### config.mk
export PLATFORM = sky130hd
export DESIGN_NAME = rdac_host_port
export DESIGN_NICKNAME = d
export VERILOG_FILES = /design/src/rtl/rdac_pkg.sv /design/src/rtl/rdac_addr_seq.sv /design/src/rtl/rdac_cursor_bank.sv /design/src/rtl/rdac_ctrl_regs.sv /design/src/rtl/rdac_host_port.sv
export SDC_FILE = /design/constraint.sdc
export NUM_CORES = 1
export LEC_CHECK = 0
export ABC_AREA = 1
export CORE_MARGIN = 1.5
export CORE_UTILIZATION = 53
export DETAILED_ROUTE_END_ITERATION = 12
export PLACE_DENSITY = 0.94
export SLEW_MARGIN = 30
export SYNTH_ARGS = -nofsm -noshare
export SYNTH_HDL_FRONTEND = slang
export SYNTH_SLANG_ARGS = --single-unit
### constraint.sdc
create_clock -name clk -period 6.1 [get_ports clk]
set_input_delay 1.83 -clock clk [delete_from_list [all_inputs] [get_ports clk]]
set_output_delay 1.83 -clock clk [all_outputs]
set_load 0.005 [all_outputs]
### src/rtl/rdac_pkg.sv
package rdac_pkg;
  typedef enum logic [1:0] {
    PORT_ADDR = 2'd0,
    PORT_CURS = 2'd1,
    PORT_IND  = 2'd2,
    PORT_CLUT = 2'd3
  } port_e;

  localparam logic [7:0] IX_POS_HI = 8'h10;
  localparam logic [7:0] IX_POS_LO = 8'h11;
  localparam logic [7:0] IX_MISC   = 8'h20;
  localparam logic [7:0] IX_DBUF   = 8'h21;
  localparam logic [7:0] IX_TEST   = 8'h22;
endpackage

### src/rtl/rdac_addr_seq.sv
module rdac_addr_seq
  import rdac_pkg::*;
#(
  parameter int DW    = 8,
  parameter int COMPS = 3
) (
  input  logic                clk,
  input  logic                rst,
  input  logic                wr_en,
  input  logic [1:0]          wr_sel,
  input  logic [DW-1:0]       wr_data,
  output logic [DW-1:0]       addr_q,
  output logic                tbl_we,
  output logic [DW-1:0]       tbl_addr,
  output logic [COMPS*DW-1:0] tbl_rgb
);
  localparam int IW = $clog2(COMPS);
  localparam int NB = COMPS - 1;

  logic [IW-1:0]      idx_q;
  logic [DW-1:0]      buf_q [NB];
  logic [COMPS*DW-1:0] rgb_next;

  wire addr_wr = wr_en && (wr_sel == PORT_ADDR);
  wire clut_wr = wr_en && (wr_sel == PORT_CLUT);
  wire curs_wr = wr_en && (wr_sel == PORT_CURS);
  wire last    = (idx_q == IW'(COMPS - 1));

  always_comb begin
    rgb_next = '0;
    for (int k = 0; k < NB; k++) begin
      rgb_next[(COMPS-1-k)*DW +: DW] = buf_q[k];
    end
    rgb_next[DW-1:0] = wr_data;
  end

  genvar g;
  generate
    for (g = 0; g < NB; g++) begin : g_buf
      always_ff @(posedge clk) begin
        if (rst) begin
          buf_q[g] <= '0;
        end else if (clut_wr && !last && (idx_q == IW'(g))) begin
          buf_q[g] <= wr_data;
        end
      end
    end
  endgenerate

  always_ff @(posedge clk) begin
    if (rst) begin
      addr_q   <= '0;
      idx_q    <= '0;
      tbl_we   <= 1'b0;
      tbl_addr <= '0;
      tbl_rgb  <= '0;
    end else begin
      tbl_we <= 1'b0;
      if (addr_wr) begin
        addr_q <= wr_data;
        idx_q  <= '0;
      end else if (clut_wr) begin
        if (last) begin
          tbl_we   <= 1'b1;
          tbl_addr <= addr_q;
          tbl_rgb  <= rgb_next;
          addr_q   <= addr_q + 1'b1;
          idx_q    <= '0;
        end else begin
          idx_q <= idx_q + 1'b1;
        end
      end else if (curs_wr) begin
        addr_q <= addr_q + 1'b1;
      end
    end
  end

  // the component count never leaves its legal range
  p_idx_range_r3: assert property (@(posedge clk) disable iff (rst)
    idx_q < IW'(COMPS));

  // an index write lands and clears the count
  p_addr_load_r2: assert property (@(posedge clk) disable iff (rst)
    addr_wr |=> (addr_q == $past(wr_data)) && (idx_q == '0));

  // a commit pulses the table and steps the index (wrapping)
  p_commit_r3: assert property (@(posedge clk) disable iff (rst)
    (clut_wr && last) |=> tbl_we && (tbl_addr == $past(addr_q)) &&
                          (addr_q == $past(addr_q) + 1'b1));

  // the table write is a single-cycle pulse
  p_we_pulse_r3: assert property (@(posedge clk) disable iff (rst)
    tbl_we |=> !tbl_we);

  // a cursor write steps the index
  p_curs_inc_r4: assert property (@(posedge clk) disable iff (rst)
    curs_wr |=> (addr_q == $past(addr_q) + 1'b1));
endmodule

### src/rtl/rdac_cursor_bank.sv
module rdac_cursor_bank
  import rdac_pkg::*;
#(
  parameter int DW     = 8,
  parameter int NBYTES = 24
) (
  input  logic                 clk,
  input  logic                 rst,
  input  logic                 wr_en,
  input  logic [1:0]           wr_sel,
  input  logic [DW-1:0]        addr,
  input  logic [DW-1:0]        wr_data,
  output logic [NBYTES*DW-1:0] cur_bytes
);
  localparam int CW = $clog2(NBYTES);

  logic [DW-1:0] slot_full;
  logic [CW-1:0] slot;

  wire curs_wr = wr_en && (wr_sel == PORT_CURS);

  assign slot_full = addr % DW'(NBYTES);
  assign slot      = slot_full[CW-1:0];

  genvar g;
  generate
    for (g = 0; g < NBYTES; g++) begin : g_byte
      always_ff @(posedge clk) begin
        if (rst) begin
          cur_bytes[g*DW +: DW] <= '0;
        end else if (curs_wr && (slot == CW'(g))) begin
          cur_bytes[g*DW +: DW] <= wr_data;
        end
      end
    end
  endgenerate

  // the slot stays below the bank size
  p_slot_range_r4: assert property (@(posedge clk) disable iff (rst)
    slot < CW'(NBYTES));

  // bytes only change on a cursor write
  p_curs_keep_r4: assert property (@(posedge clk) disable iff (rst)
    !curs_wr |=> $stable(cur_bytes));
endmodule

### src/rtl/rdac_ctrl_regs.sv
module rdac_ctrl_regs
  import rdac_pkg::*;
#(
  parameter int DW = 8
) (
  input  logic          clk,
  input  logic          rst,
  input  logic          wr_en,
  input  logic [1:0]    wr_sel,
  input  logic [DW-1:0] wr_data,
  input  logic          rd_en,
  input  logic [1:0]    rd_sel,
  input  logic [DW-1:0] addr,
  output logic [DW-1:0] rd_data,
  output logic [2*DW-1:0] cur_pos,
  output logic [DW-1:0] misc_ctrl,
  output logic [DW-1:0] dbuf_ctrl,
  output logic [DW-1:0] test_ctrl,
  output logic [5:0]    depth_bpp,
  output logic          depth_bad,
  output logic [4:0]    clk_div,
  output logic          test_active
);
  wire ind_wr = wr_en && (wr_sel == PORT_IND);
  wire misc_wr = ind_wr && (addr == DW'(IX_MISC));
  wire test_wr = ind_wr && (addr == DW'(IX_TEST));

  logic [5:0] bpp_next;
  logic       bad_next;
  logic [4:0] div_next;

  always_comb begin
    bad_next = 1'b0;
    case (wr_data[3:2])
      2'd0:    bpp_next = 6'd8;
      2'd1:    bpp_next = 6'd16;
      2'd2:    bpp_next = 6'd32;
      default: begin
        bpp_next = 6'd0;
        bad_next = 1'b1;
      end
    endcase
    case (wr_data[7:6])
      2'd0:    div_next = 5'd2;
      2'd1:    div_next = 5'd4;
      2'd2:    div_next = 5'd8;
      default: div_next = 5'd16;
    endcase
  end

  always_ff @(posedge clk) begin
    if (rst) begin
      cur_pos   <= '0;
      misc_ctrl <= '0;
      dbuf_ctrl <= '0;
      test_ctrl <= '0;
    end else if (ind_wr) begin
      case (addr)
        DW'(IX_POS_HI): cur_pos[2*DW-1:DW] <= wr_data;
        DW'(IX_POS_LO): cur_pos[DW-1:0]    <= wr_data;
        DW'(IX_MISC):   misc_ctrl          <= wr_data;
        DW'(IX_DBUF):   dbuf_ctrl          <= wr_data;
        DW'(IX_TEST):   test_ctrl          <= wr_data;
        default: ;
      endcase
    end
  end

  always_ff @(posedge clk) begin
    if (rst) begin
      depth_bpp   <= 6'd8;
      depth_bad   <= 1'b0;
      clk_div     <= 5'd2;
      test_active <= 1'b0;
    end else begin
      if (misc_wr) begin
        depth_bpp <= bpp_next;
        depth_bad <= bad_next;
        clk_div   <= div_next;
      end
      if (test_wr) begin
        test_active <= wr_data[0];
      end
    end
  end

  always_ff @(posedge clk) begin
    if (rst) begin
      rd_data <= '0;
    end else if (rd_en && (rd_sel == PORT_IND) && (addr == DW'(IX_MISC))) begin
      rd_data <= misc_ctrl;
    end else begin
      rd_data <= '0;
    end
  end

  // reads that do not select misc return zero
  p_rd_zero_r7: assert property (@(posedge clk) disable iff (rst)
    !(rd_en && (rd_sel == PORT_IND) && (addr == DW'(IX_MISC))) |=> (rd_data == '0));

  // a low-half position write keeps the high half
  p_pos_lo_r5: assert property (@(posedge clk) disable iff (rst)
    (ind_wr && (addr == DW'(IX_POS_LO))) |=>
      (cur_pos[DW-1:0] == $past(wr_data)) &&
      (cur_pos[2*DW-1:DW] == $past(cur_pos[2*DW-1:DW])));

  // an invalid depth reports zero bits per pixel
  p_depth_bad_r8: assert property (@(posedge clk) disable iff (rst)
    depth_bad |-> (depth_bpp == 6'd0) && (misc_ctrl[3:2] == 2'd3));

  // the test flag follows bit 0 of the test register
  p_test_flag_r11: assert property (@(posedge clk) disable iff (rst)
    test_active == test_ctrl[0]);
endmodule

### src/rtl/rdac_host_port.sv
module rdac_host_port
  import rdac_pkg::*;
#(
  parameter int DW     = 8,
  parameter int COMPS  = 3,
  parameter int NBYTES = 24
) (
  input  logic                 clk,
  input  logic                 rst,
  input  logic                 wr_en,
  input  logic [1:0]           wr_sel,
  input  logic [DW-1:0]        wr_data,
  input  logic                 rd_en,
  input  logic [1:0]           rd_sel,
  output logic [DW-1:0]        rd_data,
  output logic                 tbl_we,
  output logic [DW-1:0]        tbl_addr,
  output logic [COMPS*DW-1:0]  tbl_rgb,
  output logic [NBYTES*DW-1:0] cur_bytes,
  output logic [2*DW-1:0]      cur_pos,
  output logic [DW-1:0]        misc_ctrl,
  output logic [DW-1:0]        dbuf_ctrl,
  output logic [DW-1:0]        test_ctrl,
  output logic [5:0]           depth_bpp,
  output logic                 depth_bad,
  output logic [4:0]           clk_div,
  output logic                 test_active
);
  logic [DW-1:0] addr_q;

  rdac_addr_seq #(.DW(DW), .COMPS(COMPS)) u_seq (
    .clk(clk), .rst(rst), .wr_en(wr_en), .wr_sel(wr_sel), .wr_data(wr_data),
    .addr_q(addr_q), .tbl_we(tbl_we), .tbl_addr(tbl_addr), .tbl_rgb(tbl_rgb)
  );

  rdac_cursor_bank #(.DW(DW), .NBYTES(NBYTES)) u_curs (
    .clk(clk), .rst(rst), .wr_en(wr_en), .wr_sel(wr_sel), .addr(addr_q),
    .wr_data(wr_data), .cur_bytes(cur_bytes)
  );

  rdac_ctrl_regs #(.DW(DW)) u_regs (
    .clk(clk), .rst(rst), .wr_en(wr_en), .wr_sel(wr_sel), .wr_data(wr_data),
    .rd_en(rd_en), .rd_sel(rd_sel), .addr(addr_q), .rd_data(rd_data),
    .cur_pos(cur_pos), .misc_ctrl(misc_ctrl), .dbuf_ctrl(dbuf_ctrl),
    .test_ctrl(test_ctrl), .depth_bpp(depth_bpp), .depth_bad(depth_bad),
    .clk_div(clk_div), .test_active(test_active)
  );

  // an indirect write leaves the index where it was
  p_ind_keep_r6: assert property (@(posedge clk) disable iff (rst)
    (wr_en && (wr_sel == PORT_IND)) |=> (addr_q == $past(addr_q)));
endmodule

==> flow_summary.ini <==
[status]
status = finished clean

[worst_hold_path]
hp-class = reg2reg

[floorplanning]
die_area_um2 = 23720
rows = 55
io-pin-count = 302
die_h_um = 154.0
dieWidth_um = 154.0
start_util_pct = 53.72
coreArea_um2 = 22500

[placement]
dpl_worst_slack_ns = 1.557
dp_hpwl_um = 24100
routabilityCongestion = 0.8907
io_buffers = 297
post-place-cells = 2139

[clock_tree]
clockBufferDepth = 3
post_cts_resized = 0
h-tree-depth = 1
clock-sinks = 307
worst_skew_pair.late_latency_ns = 0.55
cts_buffers = 30
ctsHoldBuffers = 0
cts_setup_buffers = 0
cts_tree = done
cts_root_buffer = clkbuf_16
cts.clk_slew.worst_paths_ns = 0.06

[power]
powerDensity_nw_per_um2 = 266.6
ir_drop_mv = 0.2020
finalPower_mw = 4.284
power_leakage_nw = 6.499

[setup_path]
cp.required_ns = 6.53
cp-startpoint = wr_sel[1]
critPathLaunchType = input port
path_cells = clkdlybuf4s50_1 -> inv_1 -> nor2_1 -> nand2_1 -> nor2_1 -> inv_1 -> nor2_1 -> inv_1 -> a221o_1
reg2reg_depth = 7
reg2reg_from = u_seq.addr_q[2]$_SDFFE_PP0P_
cp_num_buf_inv = 4
cp-end-kind = register
path_depth = 9
crit_end = u_regs.clk_div[1]$_SDFFE_PP1P_
cp_max_fo = 17
r2r_end = u_regs.clk_div[1]$_SDFFE_PP1P_
crit_path_max_incr_delay_ns = 0.88
r2r_slack_ns = 3.44
slowest_stage = clkdlybuf4s50_1
cp_top_family = buffers and inverters
crit_type = in2reg
arrival_ns = 4.61

[routing]
drtIter0Drc = 1141
firstDrtPassIters = 5
via_count = 11620
ant_nets = 0
wirelength_um = 37200
wl_per_cell_um = 16.96
route.detailed.drc = 0
wl_met2_um = 17710
met1_length_um = 13900
route.top_layer_used = met4
drt-vias-per-instance = 5.299
met3_length_um = 3293

[synth]
seq_area_frac_synth_pct = 52.17
synth.largest_area_cell = dfxtp_1
syn_inst = 1649
synth_seq_cells = 307
synth_enable_flop_cells = 16
yosysWarningCount = 0
synth_flop_cell = dfxtp_1
synthTopCellsByArea = dfxtp_1 (48%), nand2_1 (14%), nor2_1 (13%)
netlist.area_leader.share_pct = 48.19
synth_cell_types = 31
syn_area_um2 = 12090
syn_area_per_cell_um2 = 7.330
async_flop_share_pct = 0

[timing]
period_share_pct = 68.53
setup_viol = 0
period_needed_ns = 4.180
finalWorstSetupSlack_ns = 1.920
maxSlewViolCount = 0
tns_ns = 0
fmax_ghz = 0.2392
tightest_slew_ns = 0.9864
hold_viol = 0
finalClockSkew_ns = 0.009689
relSlewSlack_pct = 33.73
rsz0062_at_grt = no

[cells_and_area]
nets = 1906
fillers = 1563
diodes = 0
fin_cells = 2193
final-seq-area_um2 = 6306
drive_gt1_share_pct = 5.346
multi_input_area_um2 = 4857
area_growth_pct = 32.92

[grt]
grt_usage_pct = 30.47
grt_pass1_vias = 11064
grt_pass1_wl_um = 57720
grt_antenna_before_repair = 0
grt_overflow = 0
grt_max_degree = 96

[run]
maxCapViolations = 0
==> how the worst min path moves through the flow <==
stage                                                 from                            end  slack [ns]  depth (start not counted)
after floorplan           u_regs.misc_ctrl[0]$_SDFFE_PP0P_   u_regs.rd_data[0]$_SDFF_PP0_        0.43                          2
after detailed placement  u_regs.misc_ctrl[3]$_SDFFE_PP0P_   u_regs.rd_data[3]$_SDFF_PP0_        0.45                          2
after global placement    u_regs.misc_ctrl[7]$_SDFFE_PP0P_   u_regs.rd_data[7]$_SDFF_PP0_        0.44                          2
after CTS                 u_regs.misc_ctrl[6]$_SDFFE_PP0P_   u_regs.rd_data[6]$_SDFF_PP0_        0.46                          2
after global routing         u_seq.tbl_rgb[4]$_SDFFE_PP0P_  u_seq.tbl_rgb[4]$_SDFFE_PP0P_        0.49                          2
final                     u_regs.misc_ctrl[3]$_SDFFE_PP0P_   u_regs.rd_data[3]$_SDFF_PP0_        0.47                          2
==> cells in the mapped netlist (2+ instances only) <==
cell      instances
nand3_4           4
nand2_1         461
buf_6            16
a221o_1           2
nand2_2           3
ha_1              4
edfxtp_1         16
nor2_4           16
inv_1           100
nand3_1          52
buf_2            22
nand4_1          13
dfxtp_1         291
clkbuf_1         47
nand3_2           2
nor3_1            7
inv_2             4
a211oi_1          7
nor2_1          425
buf_1            12
o21ai_0          43
a21oi_1          87
buf_4             7
==> per-layer routing <==
layer,global-route usage [%],up-vias
met1,35.66,5317
met2,50.85,604
li1,-,5535
met4,18.77,0
met3,6.962,164
met5,0,-
==> stage by stage <==
stage          area [um2]  util, %  hold WS, ns
2_1_floorplan       12100        -       0.4350
6_report            16070    71.40       0.4685
3_3_place_gp        14930    66.35       0.4449
5_1_grt             16070    71.40       0.4863
3_5_place_dp        14960    66.48       0.4547
4_1_cts             16050    71.34       0.4634
==> kinds of logic (layout without fill, tap and decap cells) <==
family | after synthesis | in the layout | synth area share, %
compound gates | 142 | 142 | 6.169
fa+ha+maj | 4 | 4 | 0.4141
buf+inv | 208 | 464 | 7.898
flops | 307 | 307 | 52.17
other cells | 1 | 4 | 0.03102
simple gates | 987 | 987 | 33.32
==> final cells by class <==
class,instances,share of cell area [%]
inverter,104,2.461
tap,285,2.219
timing repair buffer,306,19.03
clock buffer,37,5.155
sequential,307,39.25
multi-input combinational,1137,30.23
clock inverter,17,1.651
==> where the power goes <==
| part | internal (mW) | switching, mW |
|---|---|---|
| Clock | 1.25 | 0.786 |
| Combinational | 0.0527 | 0.143 |
| Sequential | 2.04 | 0.0113 |
| Total | 3.34 | 0.940 |
==> flip-flops by register name, summed over array words and instances, names as in the netlist <==
name,count
u_curs.cur_bytes,192
tbl_rgb,16
u_regs.cur_pos,16
u_seq.buf_q,16
u_regs.dbuf_ctrl,8
u_regs.misc_ctrl,8
u_regs.rd_data,8
u_regs.test_ctrl,8
u_seq.addr_q,8
u_seq.tbl_addr,8
u_seq.tbl_rgb,8
u_regs.clk_div,4
u_regs.depth_bpp,3
u_seq.idx_q,2
u_regs.depth_bad,1
u_seq.tbl_we,1
==> cell usage in the layout, fill, tap and decap left out, types with 9 or more instances in the layout <==
cell type          n
dfxtp_1          291
clkbuf_16         31
o21ai_0           43
nor2_4            16
nand2_1          460
inv_1             96
buf_4              9
edfxtp_1          16
nor2_1           421
nand4_1           13
nand3_1           52
clkdlybuf4s50_1  296
a21oi_1           87
==> worst min-delay path, stage by stage, from the launching register on <==
cell and delay (ns):
dfxtp_1 0.34, inv_1 0.06, nor2_1 0.03
Power figures use the tool's default switching activity.
